## src/rtl/dip_pkg.sv

```systemverilog
package dip_pkg;
  typedef enum logic [1:0] {
    CLS_EARITH = 2'd0,
    CLS_ENOP   = 2'd1,
    CLS_OOP    = 2'd2,
    CLS_ONOP   = 2'd3
  } icls_e;

  localparam int PIPES = 2;

  function automatic logic cls_pipe(input logic [1:0] c);
    return c[1];
  endfunction

  function automatic logic cls_nop(input logic [1:0] c);
    return c[0];
  endfunction
endpackage

```

## src/rtl/pair_decide.sv

```systemverilog
module pair_decide #(
  parameter int AW = 16
) (
  input  logic          stall,
  input  logic          head_vld,
  input  logic [AW-1:0] head_addr,
  input  logic [1:0]    head_cls,
  input  logic          head_rdy,
  input  logic          next_vld,
  input  logic [AW-1:0] next_addr,
  input  logic [1:0]    next_cls,
  input  logic          next_rdy,
  output logic          head_go,
  output logic          pair_go,
  output logic          head_pipe,
  output logic [1:0]    take_cnt
);
  import dip_pkg::*;

  logic aligned, order_ok, adjacent, next_ok;

  always_comb begin
    head_go   = head_vld & head_rdy & ~stall;
    head_pipe = cls_pipe(head_cls);
    aligned   = ~head_addr[0];
    order_ok  = ~cls_pipe(head_cls) & cls_pipe(next_cls);
    adjacent  = (next_addr == AW'(head_addr + 1'b1));
    next_ok   = next_vld & next_rdy;
    pair_go   = head_go & next_ok & aligned & order_ok & adjacent;
    take_cnt  = pair_go ? 2'd2 : (head_go ? 2'd1 : 2'd0);
  end
endmodule

```

## src/rtl/pipe_slot.sv

```systemverilog
module pipe_slot #(
  parameter int   AW   = 16,
  parameter logic PIPE = 1'b0
) (
  input  logic          clk,
  input  logic          rst_n,
  input  logic          head_go,
  input  logic          head_pipe,
  input  logic [AW-1:0] head_addr,
  input  logic [1:0]    head_cls,
  input  logic          pair_go,
  input  logic [AW-1:0] next_addr,
  input  logic [1:0]    next_cls,
  output logic          vld,
  output logic [AW-1:0] addr,
  output logic          nop
);
  import dip_pkg::*;

  logic          take_head, take_next;
  logic [AW-1:0] addr_d;
  logic          nop_d;

  always_comb begin
    take_head = head_go & (head_pipe == PIPE);
    take_next = pair_go & (PIPE == 1'b1);
    addr_d    = take_next ? next_addr : head_addr;
    nop_d     = take_next ? cls_nop(next_cls) : cls_nop(head_cls);
  end

  always_ff @(posedge clk) begin
    if (!rst_n) begin
      vld  <= 1'b0;
      addr <= '0;
      nop  <= 1'b0;
    end else begin
      vld <= take_head | take_next;
      if (take_head | take_next) begin
        addr <= addr_d;
        nop  <= nop_d;
      end
    end
  end
endmodule

```

## src/rtl/dual_issue_pairer.sv

```systemverilog
module dual_issue_pairer #(
  parameter int AW = 16
) (
  input  logic          clk,
  input  logic          rst_n,
  input  logic          stall,
  input  logic          head_vld,
  input  logic [AW-1:0] head_addr,
  input  logic [1:0]    head_cls,
  input  logic          head_rdy,
  input  logic          next_vld,
  input  logic [AW-1:0] next_addr,
  input  logic [1:0]    next_cls,
  input  logic          next_rdy,
  output logic [1:0]    take_cnt,
  output logic          even_vld,
  output logic [AW-1:0] even_addr,
  output logic          even_nop,
  output logic          odd_vld,
  output logic [AW-1:0] odd_addr,
  output logic          odd_nop
);
  import dip_pkg::*;

  logic head_go, pair_go, head_pipe;
  logic [PIPES-1:0] slot_vld, slot_nop;
  logic [AW-1:0]    slot_addr [PIPES];

  pair_decide #(.AW(AW)) u_decide (
    .stall(stall), .head_vld(head_vld), .head_addr(head_addr),
    .head_cls(head_cls), .head_rdy(head_rdy), .next_vld(next_vld),
    .next_addr(next_addr), .next_cls(next_cls), .next_rdy(next_rdy),
    .head_go(head_go), .pair_go(pair_go), .head_pipe(head_pipe),
    .take_cnt(take_cnt)
  );

  for (genvar p = 0; p < PIPES; p++) begin : g_pipe
    pipe_slot #(.AW(AW), .PIPE(p[0])) u_slot (
      .clk(clk), .rst_n(rst_n), .head_go(head_go), .head_pipe(head_pipe),
      .head_addr(head_addr), .head_cls(head_cls), .pair_go(pair_go),
      .next_addr(next_addr), .next_cls(next_cls),
      .vld(slot_vld[p]), .addr(slot_addr[p]), .nop(slot_nop[p])
    );
  end

  assign even_vld  = slot_vld[0];
  assign even_addr = slot_addr[0];
  assign even_nop  = slot_nop[0];
  assign odd_vld   = slot_vld[1];
  assign odd_addr  = slot_addr[1];
  assign odd_nop   = slot_nop[1];
endmodule

```

## config.mk

```make
export PLATFORM = sky130hd
export DESIGN_NAME = dual_issue_pairer
export DESIGN_NICKNAME = d
export VERILOG_FILES = /design/src/rtl/dip_pkg.sv /design/src/rtl/pair_decide.sv /design/src/rtl/pipe_slot.sv /design/src/rtl/dual_issue_pairer.sv
export SDC_FILE = /design/constraint.sdc
export NUM_CORES = 1
export LEC_CHECK = 0
export BUFFER_PORTS_ARGS = -buffer_cell sky130_fd_sc_hd__buf_2
export CORE_MARGIN = 2
export CORE_UTILIZATION = 45
export CTS_BUF_LIST = sky130_fd_sc_hd__clkbuf_8
export DETAILED_ROUTE_END_ITERATION = 8
export GPL_TIMING_DRIVEN = 0
export PLACE_DENSITY_LB_ADDON = 0.2
export REMOVE_ABC_BUFFERS = 1
export SYNTH_ARGS = -nofsm -noshare
export SYNTH_HDL_FRONTEND = slang
export SYNTH_SLANG_ARGS = --single-unit
```

## constraint.sdc

```tcl
create_clock -name clk -period 4.3 [get_ports clk]
set_input_delay 0.645 -clock clk [delete_from_list [all_inputs] [get_ports clk]]
set_output_delay 0.645 -clock clk [all_outputs]
set_load 0.01 [all_outputs]
```

[Word-level counts from Yosys, hierarchy flattened]
Index checks and enable logic that the tools add are counted.
W data, S select, Z words.
Cells by class
  add/subtract/negate cells: 1
  bitwise operators: 14
  muxes and demuxes: 4
  eq/ne operators: 1
Operator list (count)
  $add A16 B1 Y16 const B: 1
  $eq A16 B16 Y1: 1
  $mux W16: 1
  $and A1 B1 Y1: 10
  $not A1 Y1: 3
  $mux W1: 2
  $mux W2: 1
  $or A1 B1 Y1: 1
Word-level totals
  input port bits: 43
  output and inout bits: 38
  word-level logic and storage cells: 26
  register bits after elaboration: 36

[Depth between registers and ports, before layout]
  word-level depth: 7
  depth in mapped cells: 9
  gate-level depth less buffers: 8

[Hierarchy]
From an unflattened synthesis, not the netlist that was laid out.
Second synthesis, totals
  cells, all modules: 272
  area total of the unflattened synthesis: 2352.3 um^2
By module, submodules not included
  pipe_slot (g_pipe[1].u_slot): times used 1, seq. area each 360.3 um^2, cells each 99, area an instance 944.7 um^2
  pipe_slot (g_pipe[0].u_slot): times used 1, seq. area each 360.3 um^2, cells each 77, area an instance 739.5 um^2
  pair_decide: times used 1, seq. area each 0.0 um^2, cells each 96, area an instance 668.1 um^2

[Worst setup path before layout]
OpenSTA, ideal clock, no wires.
  path type: input to output
  start: input port head_addr[5]
  end: output port take_cnt[0]
  data required time: 3.655 ns
  data arrival time: 2.827 ns
  stages on the path: 9
  buffers on the path: 2
  setup slack: 0.828 ns
  cell sequence: buf_4 -> or3b_1 -> a2111oi_2 -> nor3_1 -> or3_1 -> or4_4 -> nor2_8 -> buf_6 -> nor2_1
Between the ends
  longest elaborated chain between the ends: 4
Ends and longest elaborated chain
  start: declaration: RTL line dual_issue_pairer.sv:8  | input logic [AW-1:0] head_addr,
  $add A16 B1 Y16: RTL line pair_decide.sv:27  | adjacent = (next_addr == AW'(head_addr + 1'b1));
  $eq A16 B16 Y1: RTL line pair_decide.sv:27
  $and A1 B1 Y1: RTL line pair_decide.sv:29  | pair_go = head_go & next_ok & aligned & order_ok & adjacent;
  $mux W2: RTL line pair_decide.sv:30  | take_cnt = pair_go ? 2'd2 : (head_go ? 2'd1 : 2'd0);
  end: declaration: RTL line dual_issue_pairer.sv:15  | output logic [1:0] take_cnt,
Every way passes these cells.

[Worst setup path in the final report]
  start: input port stall
  end: output port take_cnt[0]
Between the ends
  longest elaborated chain between the ends: 7
  elaborated cells between the ends (all ways): 8
  those cells by class: 2 x mux; 6 x bitwise
Ends and longest elaborated chain
  start: declaration: RTL line dual_issue_pairer.sv:6  | input logic stall,
  $not A1 Y1 *: RTL line pair_decide.sv:23  | head_go = head_vld & head_rdy & ~stall;
  $and A1 B1 Y1 *: RTL line pair_decide.sv:23
  $and A1 B1 Y1 (4 in series): RTL line pair_decide.sv:29
  $mux W2 *: RTL line pair_decide.sv:30
Mark *: on every way between the ends. The rest lies on a longest branch, timed or not.

==> flow_summary.toml <==
[outcome]
outcome = "completed"

[placement]
numPortBuffers = 80
dpl.hpwl_mm = 3.91
gp_congestion = 0.847
pre_cts_ws_ns = 0.238

[cells_and_area]
syn_to_final_growth_pct = 20.8
final_util_pct = 56.3
regArea_sq_um = 721
diodes = 0
multi_input_area_sq_um = 1360
fill_cells = 467
drive_above_1_share_pct = 24.4
nets = 409

[pwr]
vdd_drop_max_uv = 148
power_uw = 688
p_leak_nw = 1.18
power_density_nw_per_um2 = 261

[floorplanning]
ios = 81
start_util_pct = 46.6
num_rows = 25
coreArea_sq_um = 4690
die_area_sq_um = 5430
die_w_microns = 73.7
die_y_microns = 73.7

[synth]
yosys_warnings = 0
synth_edf_count = 0
synth_top_family_by_area = "simple AND/OR/NAND/NOR gates"
synth_top_area_share_pct = 33.0
synth_area_per_cell_sq_um = 7.33
syn_inst = 298
yosys_register_bits = 36
synthSimpleGateAreaFrac_pct = 36.1
yosysUniqueCellTypes = 43
synthTopCellsByArea = "dfxtp_1 (33%), nand2_1 (20%), mux2i_1 (6.9%)"
synth_xor_area_share_pct = 6.82
synth_flop_cell = "dfxtp_1"
synth-async-reset-ratio_pct = 0
ys_seq_area_share_pct = 33.0
synth_fa_ha_area_share_pct = 0.573
synth.area.mux_share_pct = 6.87
synth_compound_gate_area_share_pct = 12.0
syn_area_sq_um = 2180
synth.largest_area_cell = "dfxtp_1"

[routing]
vias = 2202
wl_mm = 5.41
drc = 0
routedWlPerCell_microns = 12.9
final_antenna_net_count = 0
viasPerCell = 5.26
drt_iter0_drc = 124
firstDrtPassIters = 4

[setup_path]
path_cells = "buf_2, nand4bb_1, nor2_1, nand3_1, or3_1, or4_4, nor2_8, nor2_1, buf_2"
slowest_stage = "nand4bb_1"
path_max_fanout = 18
worstPathRequired_ns = 3.65
crit_arrival_ns = 3.37
worst_path_largest_cell_delay_ns = 0.76
critical_path_class = "in2out"
critPathLaunchType = "primary input"
end_kind = "output pin"
regToRegSetupSlack_ns = 3.50

[timing]
rsz0062_at_grt = "no"
finalHoldViolCount = 0
max_freq_mhz = 249
postLayoutSetupSlackWorst_ns = 0.288
tightest_slew_ns = 1.26
setup_violations = 0
skew_ns = 0
setup_tns_ns = 0
fin_crit_sh_pct = 93.3
hold_slack_ns = 0.463
period_needed_ns = 4.01
finalMaxSlewViolations = 0
slew_headroom_pct = 16.0

[clock_tree]
clk_pin_slew_ns = 0.07
hold_buffers = 0
post_cts_buffers = 0
clk_latency_ns = 0.30
root_buffer = "clkbuf_8"
cts_resized = 0
cts_buffers = 5
cts_buffer_depth = 2
htreeDepth = 2
cts_tree = "built"
clock_sinks = 36

[global_route]
antenna_found_initial = 0
grt.overflow.total = 0
grt_max_degree = 53
grt_pass1_vias = 1961
grt_usage_pct = 21.0
grt_first_pass_wirelength_mm = 8.80

[min_path]
hold_path_class = "reg2reg"

[job]
maxCapViolations = 0
==> routing by layer <==
metal / track usage (%) / share of wire [%] / vias up
met5: 0 / 0 / -
met4: 7.27 / 1.4 / 0
met3: 5.49 / 6.0 / 5
met2: 35.3 / 48 / 58
met1: 25.8 / 45 / 1011
li1: - / - / 1128
==> critical path, delay by kind of cell <==
family | cells | cell delay, ns
AND/OR/NAND/NOR | 7 | 2.45
buffers and inverters | 2 | 0.26
==> cells in the mapped netlist (2+ instances only) <==
library cell,n
mux2i_1,15
a21boi_0,18
and2_1,2
xnor2_1,11
nand4b_1,2
inv_1,3
o21a_1,3
nor2_1,7
nand2_1,118
clkbuf_1,17
nor2b_1,2
nand3_1,6
nor3_1,6
xor2_1,6
nor4_1,4
nand4_1,7
or4_1,3
buf_4,2
nand2b_1,2
o21ai_0,6
dfxtp_1,36
==> report_power, final <==
group	total, mW	internal (mW)	switching [mW]	leakage [nW]
registers	0.343	0.340	0.00297	0.291
clock network	0.228	0.108	0.121	0.0452
logic	0.116	0.0481	0.0683	0.847
total	0.688	0.496	0.192	1.18
==> logic make-up (layout without fill, tap and decap cells) <==
logic type               after synthesis  count (layout)
AO/OA/AOI/OAI                         35              35
multiplexers                          15              15
XOR/XNOR                              17              17
flip-flops                            36              36
adder cells (fa/ha/maj)                1               1
AND/OR/NAND/NOR                      171             171
buffers and inverters                 23              90
==> state kept, by name, indices dropped and copies added (netlist names) <==
name,cells
g_pipe.u_slot.vld,2
g_pipe.u_slot.addr,32
g_pipe.u_slot.nop,2
==> layout by cell type, fill, tap and decap left out, types with 2 or more instances in the layout <==
| master | synthesis | final |
|---|---|---|
| xor2_1 | 6 | 6 |
| dfxtp_1 | 36 | 36 |
| xnor2_1 | 11 | 11 |
| nor2b_1 | 2 | 2 |
| o21a_1 | 3 | 3 |
| nor2_1 | 7 | 7 |
| buf_2 | 0 | 80 |
| and2_1 | 2 | 2 |
| nor4_1 | 4 | 4 |
| inv_1 | 3 | 4 |
| nand2_1 | 118 | 118 |
| nand4b_1 | 2 | 2 |
| nor3_1 | 6 | 6 |
| clkbuf_8 | 0 | 5 |
| nand2b_1 | 2 | 2 |
| or4_1 | 3 | 3 |
| nand3_1 | 6 | 6 |
| mux2i_1 | 15 | 15 |
| nand4_1 | 7 | 7 |
| o21ai_0 | 6 | 6 |
| a21boi_0 | 18 | 18 |
==> worst paths after layout <==
kind	from	to	cells after the start
worst max register to register	g_pipe[1].u_slot.addr[6]	g_pipe[1].u_slot.addr[6]	4
worst max-delay path	stall	take_cnt[0]	9
worst min-delay path	g_pipe[0].u_slot.addr[11]	g_pipe[0].u_slot.addr[11]	2
worst min register to register	g_pipe[0].u_slot.addr[11]	g_pipe[0].u_slot.addr[11]	2
==> per-stage QoR <==
step | cell area, sq um | instances
4_1_cts | 2640 | 419
3_5_place_dp | 2560 | 412
2_1_floorplan | 2090 | 278
3_3_place_gp | 2560 | 412
5_1_grt | 2640 | 419
6_report | 2640 | 419
==> final cells by class <==
| cell class | instances | share of cell area (%) |
|---|---|---|
| Sequential cell | 36 | 27.3 |
| Multi-Input combinational cell | 239 | 51.6 |
| Tap cell | 54 | 2.56 |
| Clock inverter | 2 | 0.332 |
| Timing Repair Buffer | 80 | 15.2 |
| Clock buffer | 5 | 2.61 |
| Inverter | 3 | 0.427 |
No activity file was read; power rests on OpenSTA's default activity.
